--- config.mk ---
export PLATFORM = sky130hd
export DESIGN_NAME = retrig_oneshot
export DESIGN_NICKNAME = d
export VERILOG_FILES = /design/src/rtl/rto_pkg.sv /design/src/rtl/rto_sync.sv /design/src/rtl/rto_trig.sv /design/src/rtl/rto_timer.sv /design/src/rtl/retrig_oneshot.sv
export SDC_FILE = /design/constraint.sdc
export NUM_CORES = 1
export LEC_CHECK = 0
export BUFFER_PORTS_ARGS = -buffer_cell sky130_fd_sc_hd__clkbuf_2
export CAP_MARGIN = 40
export CORE_MARGIN = 2
export CORE_UTILIZATION = 49
export CTS_BUF_LIST = sky130_fd_sc_hd__clkbuf_16
export DETAILED_ROUTE_END_ITERATION = 8
export PLACE_DENSITY = 0.8
export SLEW_MARGIN = 30
export SYNTH_ARGS = -nofsm -noshare
export SYNTH_HDL_FRONTEND = slang
export SYNTH_HIERARCHICAL = 1
export SYNTH_SLANG_ARGS = --single-unit
export TNS_END_PERCENT = 30
--- constraint.sdc ---
create_clock -name clk -period 2.1 [get_ports clk]
set_input_delay 0.525 -clock clk [delete_from_list [all_inputs] [get_ports clk]]
set_output_delay 0.525 -clock clk [all_outputs]
set_load 0.02 [all_outputs]
--- src/rtl/rto_pkg.sv ---
`timescale 1ns/1ps
package rto_pkg;
  typedef enum logic [1:0] {
    SRC_NONE    = 2'd0,
    SRC_HI_RISE = 2'd1,
    SRC_LO_FALL = 2'd2,
    SRC_CLR_REL = 2'd3
  } rto_src_e;

  typedef struct packed {
    logic clr_n;
    logic hi;
    logic lo_n;
  } rto_lvl_t;

  localparam rto_lvl_t LVL_IDLE = '{clr_n: 1'b1, hi: 1'b0, lo_n: 1'b1};
endpackage

--- src/rtl/rto_sync.sv ---
`timescale 1ns/1ps
module rto_sync #(
  parameter int              WIDTH   = 3,
  parameter int              STAGES  = 2,
  parameter logic [WIDTH-1:0] RST_VAL = '0
) (
  input  logic             clk,
  input  logic             rst_n,
  input  logic [WIDTH-1:0] din,
  output logic [WIDTH-1:0] dout
);
  localparam int AGE_W = $clog2(STAGES + 1);

  logic [WIDTH-1:0] chain_q [STAGES];

  always_ff @(posedge clk or negedge rst_n) begin
    if (!rst_n) begin
      for (int i = 0; i < STAGES; i++) chain_q[i] <= RST_VAL;
    end else begin
      chain_q[0] <= din;
      for (int i = 1; i < STAGES; i++) chain_q[i] <= chain_q[i-1];
    end
  end

  assign dout = chain_q[STAGES-1];

  // Cycles since reset release, saturating, so the delay check never
  // looks back across reset.
  logic [AGE_W-1:0] age_q;
  always_ff @(posedge clk or negedge rst_n) begin
    if (!rst_n)                          age_q <= '0;
    else if (age_q != AGE_W'(STAGES))    age_q <= age_q + 1'b1;
  end

  generate
    if (STAGES == 2) begin : g_chk2
      assert_sync_delay_R8: assert property (@(posedge clk) disable iff (!rst_n)
        (age_q == AGE_W'(STAGES)) |-> (dout == $past(din, 2)));
    end
  endgenerate
endmodule

--- src/rtl/rto_trig.sv ---
`timescale 1ns/1ps
module rto_trig
  import rto_pkg::*;
(
  input  logic     clk,
  input  logic     rst_n,
  input  rto_lvl_t lvl,
  output logic     fire,
  output logic     clr_on
);
  rto_lvl_t prev_q;
  rto_src_e src;
  logic     hi_rise, lo_fall, clr_rel;

  always_ff @(posedge clk or negedge rst_n) begin
    if (!rst_n) prev_q <= LVL_IDLE;
    else        prev_q <= lvl;
  end

  // Edges are qualified by the present level of the other gate(s).
  assign hi_rise = lvl.hi & ~prev_q.hi & ~lvl.lo_n;
  assign lo_fall = ~lvl.lo_n & prev_q.lo_n & lvl.hi;
  assign clr_rel = lvl.clr_n & ~prev_q.clr_n & ~lvl.lo_n & lvl.hi;

  always_comb begin
    if (clr_rel)      src = SRC_CLR_REL;
    else if (lo_fall) src = SRC_LO_FALL;
    else if (hi_rise) src = SRC_HI_RISE;
    else              src = SRC_NONE;
  end

  // A held clear masks every trigger source.
  assign clr_on = lvl.clr_n;
  assign fire   = clr_on && (src != SRC_NONE);

  assert_release_fires_R3: assert property (@(posedge clk) disable iff (!rst_n)
    ($rose(lvl.clr_n) && !lvl.lo_n && lvl.hi) |-> fire);

  assert_hi_edge_fires_R1: assert property (@(posedge clk) disable iff (!rst_n)
    ($rose(lvl.hi) && !lvl.lo_n && lvl.clr_n) |-> fire);

  assert_lo_edge_fires_R2: assert property (@(posedge clk) disable iff (!rst_n)
    ($fell(lvl.lo_n) && lvl.hi && lvl.clr_n) |-> fire);
endmodule

--- src/rtl/rto_timer.sv ---
`timescale 1ns/1ps
module rto_timer #(
  parameter int LEN_W = 16
) (
  input  logic             clk,
  input  logic             rst_n,
  input  logic             fire,
  input  logic             clr_on,
  input  logic [LEN_W-1:0] len,
  output logic             active
);
  logic [LEN_W-1:0] cnt_q, cnt_d;
  logic             act_q;

  always_comb begin
    if (!clr_on)           cnt_d = '0;
    else if (fire)         cnt_d = len;
    else if (cnt_q != '0)  cnt_d = cnt_q - 1'b1;
    else                   cnt_d = '0;
  end

  always_ff @(posedge clk or negedge rst_n) begin
    if (!rst_n) begin
      cnt_q <= '0;
      act_q <= 1'b0;
    end else begin
      cnt_q <= cnt_d;
      act_q <= (cnt_d != '0);
    end
  end

  assign active = act_q;

  assert_clear_wins_R5: assert property (@(posedge clk) disable iff (!rst_n)
    !clr_on |=> (!active && cnt_q == '0));

  assert_load_len_R7: assert property (@(posedge clk) disable iff (!rst_n)
    (fire && clr_on) |=> (cnt_q == $past(len)));

  assert_countdown_R4: assert property (@(posedge clk) disable iff (!rst_n)
    (clr_on && !fire && cnt_q != '0) |=> (cnt_q == $past(cnt_q) - 1'b1));

  assert_no_stray_R9: assert property (@(posedge clk) disable iff (!rst_n)
    (!fire && cnt_q == '0) |=> !active);
endmodule

--- src/rtl/retrig_oneshot.sv ---
`timescale 1ns/1ps
module retrig_oneshot
  import rto_pkg::*;
#(
  parameter int LEN_W       = 16,
  parameter int SYNC_STAGES = 2
) (
  input  logic             clk,
  input  logic             rst_n,
  input  logic             gate_lo_n,
  input  logic             gate_hi,
  input  logic             clear_n,
  input  logic [LEN_W-1:0] pulse_len,
  output logic             pulse,
  output logic             pulse_n
);
  localparam int LVL_W = $bits(rto_lvl_t);

  rto_lvl_t raw, synced;
  logic     fire, clr_on, active;

  assign raw = '{clr_n: clear_n, hi: gate_hi, lo_n: gate_lo_n};

  rto_sync #(
    .WIDTH  (LVL_W),
    .STAGES (SYNC_STAGES),
    .RST_VAL(LVL_IDLE)
  ) u_sync (
    .clk  (clk),
    .rst_n(rst_n),
    .din  (raw),
    .dout (synced)
  );

  rto_trig u_trig (
    .clk   (clk),
    .rst_n (rst_n),
    .lvl   (synced),
    .fire  (fire),
    .clr_on(clr_on)
  );

  rto_timer #(.LEN_W(LEN_W)) u_timer (
    .clk   (clk),
    .rst_n (rst_n),
    .fire  (fire),
    .clr_on(clr_on),
    .len   (pulse_len),
    .active(active)
  );

  assign pulse   = active;
  assign pulse_n = ~active;

  assert_outputs_split_R10: assert property (@(posedge clk) disable iff (!rst_n)
    $countones({pulse, pulse_n}) == 1);
endmodule

Word-level counts from Yosys, hierarchy flattened --
Index checks and enable logic that the tools add are counted.
Storage, ports and cells: RAM bits 0, latch bits 0, memories kept 0, output and inout bits 2, word-level logic and storage cells 29, bits in read-only memories 0, input bits 21, flip-flop bits (word level) 26
Operators by class: $mul 0, bitwise logic cells 11, equal/unequal tests 0, divide/modulo/power cells 0, add/sub/neg operators 1, mux-type cells 6, reductions and logical operators 4, shifts and indexed selects 0, order comparisons 0
Operators with widths (number):
- $mux 16 | 3
- $reduce_bool 16->1 | 2
- $sub 16x1->16 const B | 1
- $and 1x1->1 | 7
- $mux 2 | 2
- $not 1->1 | 4
- $reduce_bool 2->1 | 1
- $logic_and 1x1->1 | 1
- $mux 1 | 1

Longest topological paths before layout --
Gate-level depths: netlist of run 1.
word-level depth 11, depth in mapped cells 9, mapped depth without buffers 8

Hierarchy --
The synthesis of run 1 kept the hierarchy.
Modules (own cells, without submodules):
- rto_timer | area each 1108.6 µm², cells an instance 126, sequential area each 425.4 µm², times used 1
- rto_sync | area each 177.7 µm², cells an instance 9, sequential area each 155.1 µm², times used 1
- rto_trig | area each 107.6 µm², cells an instance 7, sequential area each 77.6 µm², times used 1
- retrig_oneshot | area each 3.8 µm², cells an instance 1, sequential area each 0.0 µm², times used 1

Worst setup path after synthesis of run 1 --
Ideal clock, no wire load.
path kind register to register, start register u_timer.cnt_q[0], end register u_timer.act_q (netlist: u_timer/active), path buffers 0, setup time 145 ps, period minus slack after synthesis 2032 ps, stages on the path, launching flop included 9, path slack 68 ps, required time 1955 ps, data arrival time 1887 ps, cell sequence dfrtp_1 -> inv_1 -> ha_1 -> nor4b_4 -> nand3_2 -> o21ai_1 -> a21oi_1 -> a211oi_1 -> nand4_1
Between the ends: cells in the longest elaborated chain, start to end 5, elaborated cells on any way between the ends 6, classes of those cells add/sub: 1; mux: 3; reduce/logical: 2
Ends and longest elaborated chain:
- from (decl) | RTL line rto_timer.sv:12 | logic [LEN_W-1:0] cnt_q, cnt_d;
- from (signal assigned) | RTL line rto_timer.sv:27 | cnt_q <= cnt_d;
- $sub 16x1->16 or $reduce_bool 16->1 (tied branches) | RTL line rto_timer.sv:18 | else if (cnt_q != '0) cnt_d = cnt_q - 1'b1;
- $mux 16 (*) | RTL line rto_timer.sv:18
- $mux 16 (*) | RTL line rto_timer.sv:17 | else if (fire) cnt_d = len;
- $mux 16 (*) | RTL line rto_timer.sv:16 | if (!clr_on) cnt_d = '0;
- $reduce_bool 16->1 (*) | RTL line rto_timer.sv:28 | act_q <= (cnt_d != '0);
- to (signal assigned) | RTL line rto_timer.sv:28
- to (decl) | RTL line rto_timer.sv:13 | logic act_q;
Mark *: on every way between the ends. The rest lies on a longest branch, timed or not.

Worst setup path after layout of run 1 --
start register u_timer.cnt_q[7], end register u_timer.act_q (netlist: u_timer/active)
The elaborated chain is that of the path after synthesis.

==> impl_metrics.csv, run 1 <==
group,metric,value,unit
run,max_cap_viol_count,0,
layout,syn_to_final_growth,33.9,%
placed_design,pre_cts_ws,-25.9,ps
power_and_ir_drop,power.leakage,0.860,nW
synthesis,synthCells,143,
sta,finalSetupTns,-67.1,ps
sta,setup_ws,-67.1,ps
worst_setup_path,critPathArrivalTime,2360,ps
sta,finalHoldViolations,0,
clock_network,cts_tree,"yes",
grt,grt_busiest_layer,"met2",
layout,final_cells,220,
status,violations,"negative setup slack",
drt,first_pass_iters,4,
layout,final_area,1870,um^2
worst_setup_path,r2r_start,"u_timer/cnt_q[7]",
floorplanning,ios,23,
placed_design,place_inst,213,
placed_design,port_buffers,22,
floorplanning,row_count,19,
power_and_ir_drop,peakVddDrop,1.03,mV
power_and_ir_drop,p_total,2.91,mW
drt,totalWireLength,3660,um
sta,tightest_slew,656,ps
sta,worst_hold_slack,286,ps
grt,grt_pass1_wl,5740,um
synthesis,yosys.area.top_type,"dfrtp_1",
grt,grt_start_max_net_pins,27,
sta,fin_crit_sh,103,%
grt,grt_pass1_vias,1260,
synthesis,synth_area,1400,um^2
worst_setup_path,cp_max_fo,7,
sta,rsz0062_at_grt,"yes",
placed_design,placed_area,1690,um^2
grt,antenna_found_initial,0,
clock_network,cts_buffers,3,
worst_setup_path,ff2ff_setup_slack,-70,ps
floorplanning,initial_core_util,51.1,%
synthesis,yosysSeqAreaShare,47.1,%
synthesis,syn_area_per_cell,9.77,um^2
grt,grt_use_met2,38.5,%
synthesis,synth_top_area_share,35.8,%
sta,fin_skew,5.16,ps
worst_setup_path,path_class,"flop to flop",
sta,post-route-min-period,2170,ps
sta,slew_headroom,56.3,%
clock_network,htree_levels,1,
synthesis,ys_top_cells_by_area,"dfrtp_1, dfstp_2, nand2_1, o21ai_0, nor2_1",
grt,gr-usage-met1,28.4,%
power_and_ir_drop,cellPowerDensity,1550,nW/um^2
sta,setup_viol,1,
clock_network,cts.reportedPaths.clkPinSlew,70,ps
worst_setup_path,rr_endpoint,"u_timer/active",
floorplanning,dieHeight,57.4,um
worst_setup_path,cp-end-kind,"flop",
placed_design,dp_hpwl,2560,um
worst_setup_path,required,2290,ps
synthesis,synth_warnings,6,
layout,fin_util,68.5,%
drt,via_per_inst,6.09,
status,status,"finished with violations",
worst_setup_path,start_kind,"flop",
sta,slew_violations,0,
floorplanning,core,2730,um^2
drt,vias,1339,
clock_network,cts_buffer_depth,2,
min_path,hold_class,"input port to asynchronous set/reset pin",
placed_design,gp_congestion,0.910,
floorplanning,die_w,57.4,um
layout,num_antenna_cells,0,
worst_setup_path,reg2reg_depth,6,
drt,drc,0,
sta,fmax,461,MHz
drt,drt-initial-drc-count,93,
grt,grt_use_met3,3.85,%
clock_network,clockRootBuffer,"clkbuf_16",
synthesis,synth_cell_types,45,
synthesis,syn_nets,165,
drt,ant_nets,0,
clock_network,clock_latency,260,ps
grt,track_usage,23.2,%
drt,detail_route.wl_per_cell,16.6,um
grt,globalRoute.totalOverflow,0,
layout,layout-drive-gt1-share,38.6,%
floorplanning,dieArea,3300,um^2
clock_network,clock_sinks,26,
layout,final_nets,212,
clock_network,hold_buffers,0,
synthesis,synth-seq-cells,26,
## synth_stat cells (all sizes together)
library cell,n
nor4,6
nor4b,1
mux2i,1
a21o,3
o31ai,1
nor2,9
dfstp,6
and3b,1
o21bai,1
nor2b,4
nand3,7
ha,1
inv,5
a22oi,2
o21ai,14
nor3,6
buf,5
o31a,2
a211oi,2
nand3b,1
o311ai,1
a2111oi,1
xnor2,3
and2,1
or2b,1
dfrtp,20
clkbuf,1
nand2,18
or4,2
nand4,3
or3,1
a2111o,1
nand2b,2
or4b,1
o211ai,1
xor2,3
a21oi,5
## how the worst max path moves through the flow
stage                startpoint             end  slack [ps]  cells past startpoint
3_5_place_dp   u_timer/cnt_q[1]  u_timer/active         -30                     10
6_report       u_timer/cnt_q[7]  u_timer/active         -70                      6
2_1_floorplan  u_timer/cnt_q[0]  u_timer/active          70                      8
5_1_grt        u_timer/cnt_q[7]  u_timer/active        -160                      6
4_1_cts        u_timer/cnt_q[1]  u_timer/active         0.9                     10
3_3_place_gp   u_timer/cnt_q[6]  u_timer/active          30                      7
## registers in the layout (all words and copies together) (netlist names)
signal / cells
u_timer/cnt_q: 16
u_sync/chain_q: 3
u_sync/dout: 3
u_trig/prev_q: 3
u_timer/active: 1
## critical path: stages (launching register included)
cell and delay, ps:
dfrtp_1 500, nor4_4 480, nand3_1 210, or4_1 450, a21oi_1 260, a211oi_1 90
nand4_1 110
## routing by layer
metal | up-vias | part of all wire, % | routed length [um]
li1 | 607 | - | -
met1 | 648 | 39 | 1430
met5 | - | 0 | 0
met4 | 0 | 4.7 | 173
met2 | 63 | 49 | 1800
met3 | 21 | 6.8 | 250
## layout make-up
class / instances / area (um^2)
Clock inverter: 1 / 30.0
Sequential cell: 26 / 658
Multi-Input combinational cell: 106 / 729
Clock buffer: 3 / 75.1
Fill cell: 199 / 862
Timing Repair Buffer: 48 / 322
Tap cell: 31 / 38.8
Inverter: 5 / 18.8
## cells in the final DEF (no fill, tap or decap), types with 2 or more instances in the layout
cell type  instances
a211oi_1           2
a21o_1             2
a21oi_1            4
a22oi_1            2
buf_4             24
clkbuf_16          3
clkbuf_2          22
dfrtp_1           20
dfstp_2            6
inv_1              3
inv_2              2
nand2_1           17
nand2b_1           2
nand3_1            6
nand4_1            3
nor2_1             9
nor2b_1            4
nor3_1             4
nor3_2             2
nor4_1             3
nor4_2             2
o21ai_0           12
o21ai_1            2
o31a_1             2
xnor2_1            3
xor2_1             3
## timing repair
| item | 4_1_cts | 5_1_grt |
|---|---|---|
| setup endpoints to repair | 1 | 2 |
| buffers inserted | 2 | 1 |
| pin swaps | 1 | 5 |
| gates resized for setup | 3 | 12 |
## logic make-up (layout without fill, tap and decap cells)
kind of cell | after synthesis | in the layout | share of synthesized area, %
AO/OA/AOI/OAI | 34 | 34 | 15.8
XOR/XNOR | 6 | 6 | 3.76
adder cells (fa/ha/maj) | 1 | 1 | 0.895
buffers and inverters | 11 | 57 | 4.57
flip-flops | 26 | 26 | 47.1
multiplexers | 1 | 1 | 0.716
AND/OR/NAND/NOR | 64 | 64 | 27.1
## power by group
group / internal (mW) / total (mW) / switching (mW)
Sequential: 0.633 / 0.778 / 0.145
Combinational: 0.792 / 1.58 / 0.793
Clock: 0.379 / 0.548 / 0.169
Note: power is estimated with default switching activity, not from simulation.
==> inputs of run 2 (changes only) <==
--- a/config.mk
+++ b/config.mk
@@ -8,10 +8,10 @@
 export BUFFER_PORTS_ARGS = -buffer_cell sky130_fd_sc_hd__clkbuf_2
 export CAP_MARGIN = 40
 export CORE_MARGIN = 2
-export CORE_UTILIZATION = 49
+export CORE_UTILIZATION = 30
 export CTS_BUF_LIST = sky130_fd_sc_hd__clkbuf_16
 export DETAILED_ROUTE_END_ITERATION = 8
-export PLACE_DENSITY = 0.8
+export PLACE_DENSITY = 0.56
 export SLEW_MARGIN = 30
 export SYNTH_ARGS = -nofsm -noshare
 export SYNTH_HDL_FRONTEND = slang
==> impl_metrics.csv, run 2 (synthesized netlist as in run 1, its figures left out) <==
group,metric,value,unit
layout,syn_to_final_growth,30.2,%
grt,grt_start_max_net_pins,27,
worst_setup_path,cp-end-kind,"flop",
grt,track_usage,13.4,%
sta,slew_headroom,56.8,%
layout,regMostFlops,"u_timer/cnt_q",
floorplanning,dieHeight,72.3,um
grt,grt_pass1_vias,1247,
status,status,"finished clean",
floorplanning,ios,23,
worst_setup_path,worstPathCellList,"inv_2 -> ha_4 -> nor4b_4 -> nand3_2 -> or4_4 -> a21oi_4 -> nor4_2 -> nand4_1",
placed_design,place_inst,226,
grt,antenna_found_initial,0,
drt,ant_nets,0,
power_and_ir_drop,power.share.clock,20.6,%
worst_setup_path,ff2ff_setup_slack,80,ps
sta,finalHoldViolations,0,
layout,final_cells,232,
clock_network,htree_levels,1,
clock_network,cts.reportedPaths.clkPinSlew,70,ps
worst_setup_path,start_kind,"flop",
drt,detail_route.wl_per_cell,14.6,um
worst_setup_path,rr_endpoint,"u_timer/active",
clock_network,cts_buffers,3,
floorplanning,core,4410,um^2
placed_design,dp_hpwl,2490,um
layout,layout-drive-gt1-share,36.7,%
clock_network,clockRootBuffer,"clkbuf_16",
power_and_ir_drop,p_sw,1.02,mW
drt,totalWireLength,3400,um
floorplanning,initial_core_util,31.7,%
grt,globalRoute.totalOverflow,0,
sta,fin_crit_sh,96.1,%
clock_network,cts_buffer_depth,2,
drt,first_pass_iters,6,
floorplanning,die_w,72.3,um
layout,num_antenna_cells,0,
layout,fin_util,41.2,%
worst_setup_path,critPathSlowestCell,"or4_4",
layout,layout_commonest_cell,"clkbuf_2",
worst_setup_path,cp_max_fo,4,
worst_setup_path,reg2reg_depth,8,
run,max_cap_viol_count,0,
power_and_ir_drop,cellPowerDensity,1480,nW/um^2
worst_setup_path,critPathArrivalTime,2210,ps
worst_setup_path,cp_slowest_stage_delay,550,ps
power_and_ir_drop,p_comb_share,49.8,%
sta,setup_viol,0,
sta,fin_skew,4.16,ps
layout,num-fill-cells,420,
layout,layout_common_cells,"clkbuf_2, dfrtp_1, nand2_1",
clock_network,clock_latency,260,ps
sta,tightest_slew,648,ps
sta,finalSetupTns,0,ps
power_and_ir_drop,peakVddDrop,0.640,mV
sta,slew_violations,0,
drt,drt-initial-drc-count,70,
drt,vias,1202,
worst_setup_path,path_class,"flop to flop",
clock_network,clock_sinks,26,
clock_network,cts_tree,"yes",
power_and_ir_drop,p_sw_share,37.7,%
placed_design,gp_congestion,0.907,
placed_design,port_buffers,22,
clock_network,hold_buffers,0,
power_and_ir_drop,seq_power_share,29.6,%
sta,fmax,496,MHz
drt,via_per_inst,5.18,
drt,drc,0,
min_path,hold_class,"input port to asynchronous set/reset pin",
floorplanning,row_count,24,
power_and_ir_drop,power.leakage,0.806,nW
floorplanning,dieArea,5220,um^2
layout,largest_reg_flops,16,
worst_setup_path,r2r_start,"u_timer/cnt_q[0]",
sta,post-route-min-period,2020,ps
grt,grt_pass1_wl,5500,um
power_and_ir_drop,internal_power,1.68,mW
worst_setup_path,required,2300,ps
layout,final_nets,203,
==> run 2: cell count changes in the layout (fill, tap and decap cells not counted), sizes merged <==
cell,previous run,this run
buf,26,17
==> run 2: worst max path at each step <==
stage / startpoint / endpoint / slack (ps) / cells past startpoint
final: u_timer/cnt_q[0] / u_timer/active / 80 / 8
after global routing: u_timer/cnt_q[0] / u_timer/active / -20 / 9
after CTS: u_timer/cnt_q[0] / u_timer/active / 20 / 7
after detailed placement: u_timer/cnt_q[0] / u_timer/active / 70 / 7
after global placement: u_timer/cnt_q[0] / u_timer/active / 70 / 7
after floorplan: u_timer/cnt_q[0] / u_timer/active / 70 / 8
==> run 2: worst max-delay path, delay by kind of cell (launching register included) <==
| kind | cells | cell delay (ps) |
|---|---|---|
| AND/OR/NAND/NOR | 5 | 1170 |
| buffers and inverters | 1 | 70 |
| adder cells (fa/ha/maj) | 1 | 140 |
| flip-flops | 1 | 390 |
| AO/OA/AOI/OAI | 1 | 190 |
==> run 2: area by class of cell <==
type | instances | area (um^2) | area share [%]
multi-input cells | 106 | 733 | 40.3
flip-flops and latches | 26 | 659 | 36.2
repair buffers | 39 | 238 | 13.1
clock buffers | 3 | 75.1 | 4.13
well taps | 52 | 65.1 | 3.58
clock inverters | 1 | 30.0 | 1.65
inverters | 5 | 18.8 | 1.03
==> run 2: power by group through the flow <==
stage | Combinational (mW) | Sequential, mW | Clock (mW)
floorplan | 0.768 | 0.775 | 0
global placement | 1.17 | 0.786 | 0
detailed placement | 1.17 | 0.795 | 0
CTS | 1.19 | 0.785 | 0.570
global route | 1.47 | 0.816 | 0.602
finish | 1.34 | 0.799 | 0.555
==> run 2: metal layers <==
metal	up-vias	share of wire [%]	wire [um]	track usage, %
li1	589	-	-	-
met1	574	44	1500	16.9
met2	31	50	1710	22.8
met3	8	4.0	135	2.22
met4	0	1.5	51	5.45
met5	-	0	0	0
==> run 2: what timing repair did <==
item	4_1_cts	5_1_grt
endpoints found under the hold margin	0	0
buffers inserted	0	2
setup endpoints to repair	0	2
resized for setup	0	15
==> run 2: per-stage QoR <==
stage          instance area, um^2  total power [mW]  hold slack (ps)  setup slack (ps)
6_report                      1820              2.70              282              82.6
5_1_grt                       1820              2.89              333             -19.1
3_5_place_dp                  1640              1.97              348              72.6
2_1_floorplan                 1400              1.54              229              68.3
3_3_place_gp                  1640              1.96              335              72.6
4_1_cts                       1750              2.54              308              23.3
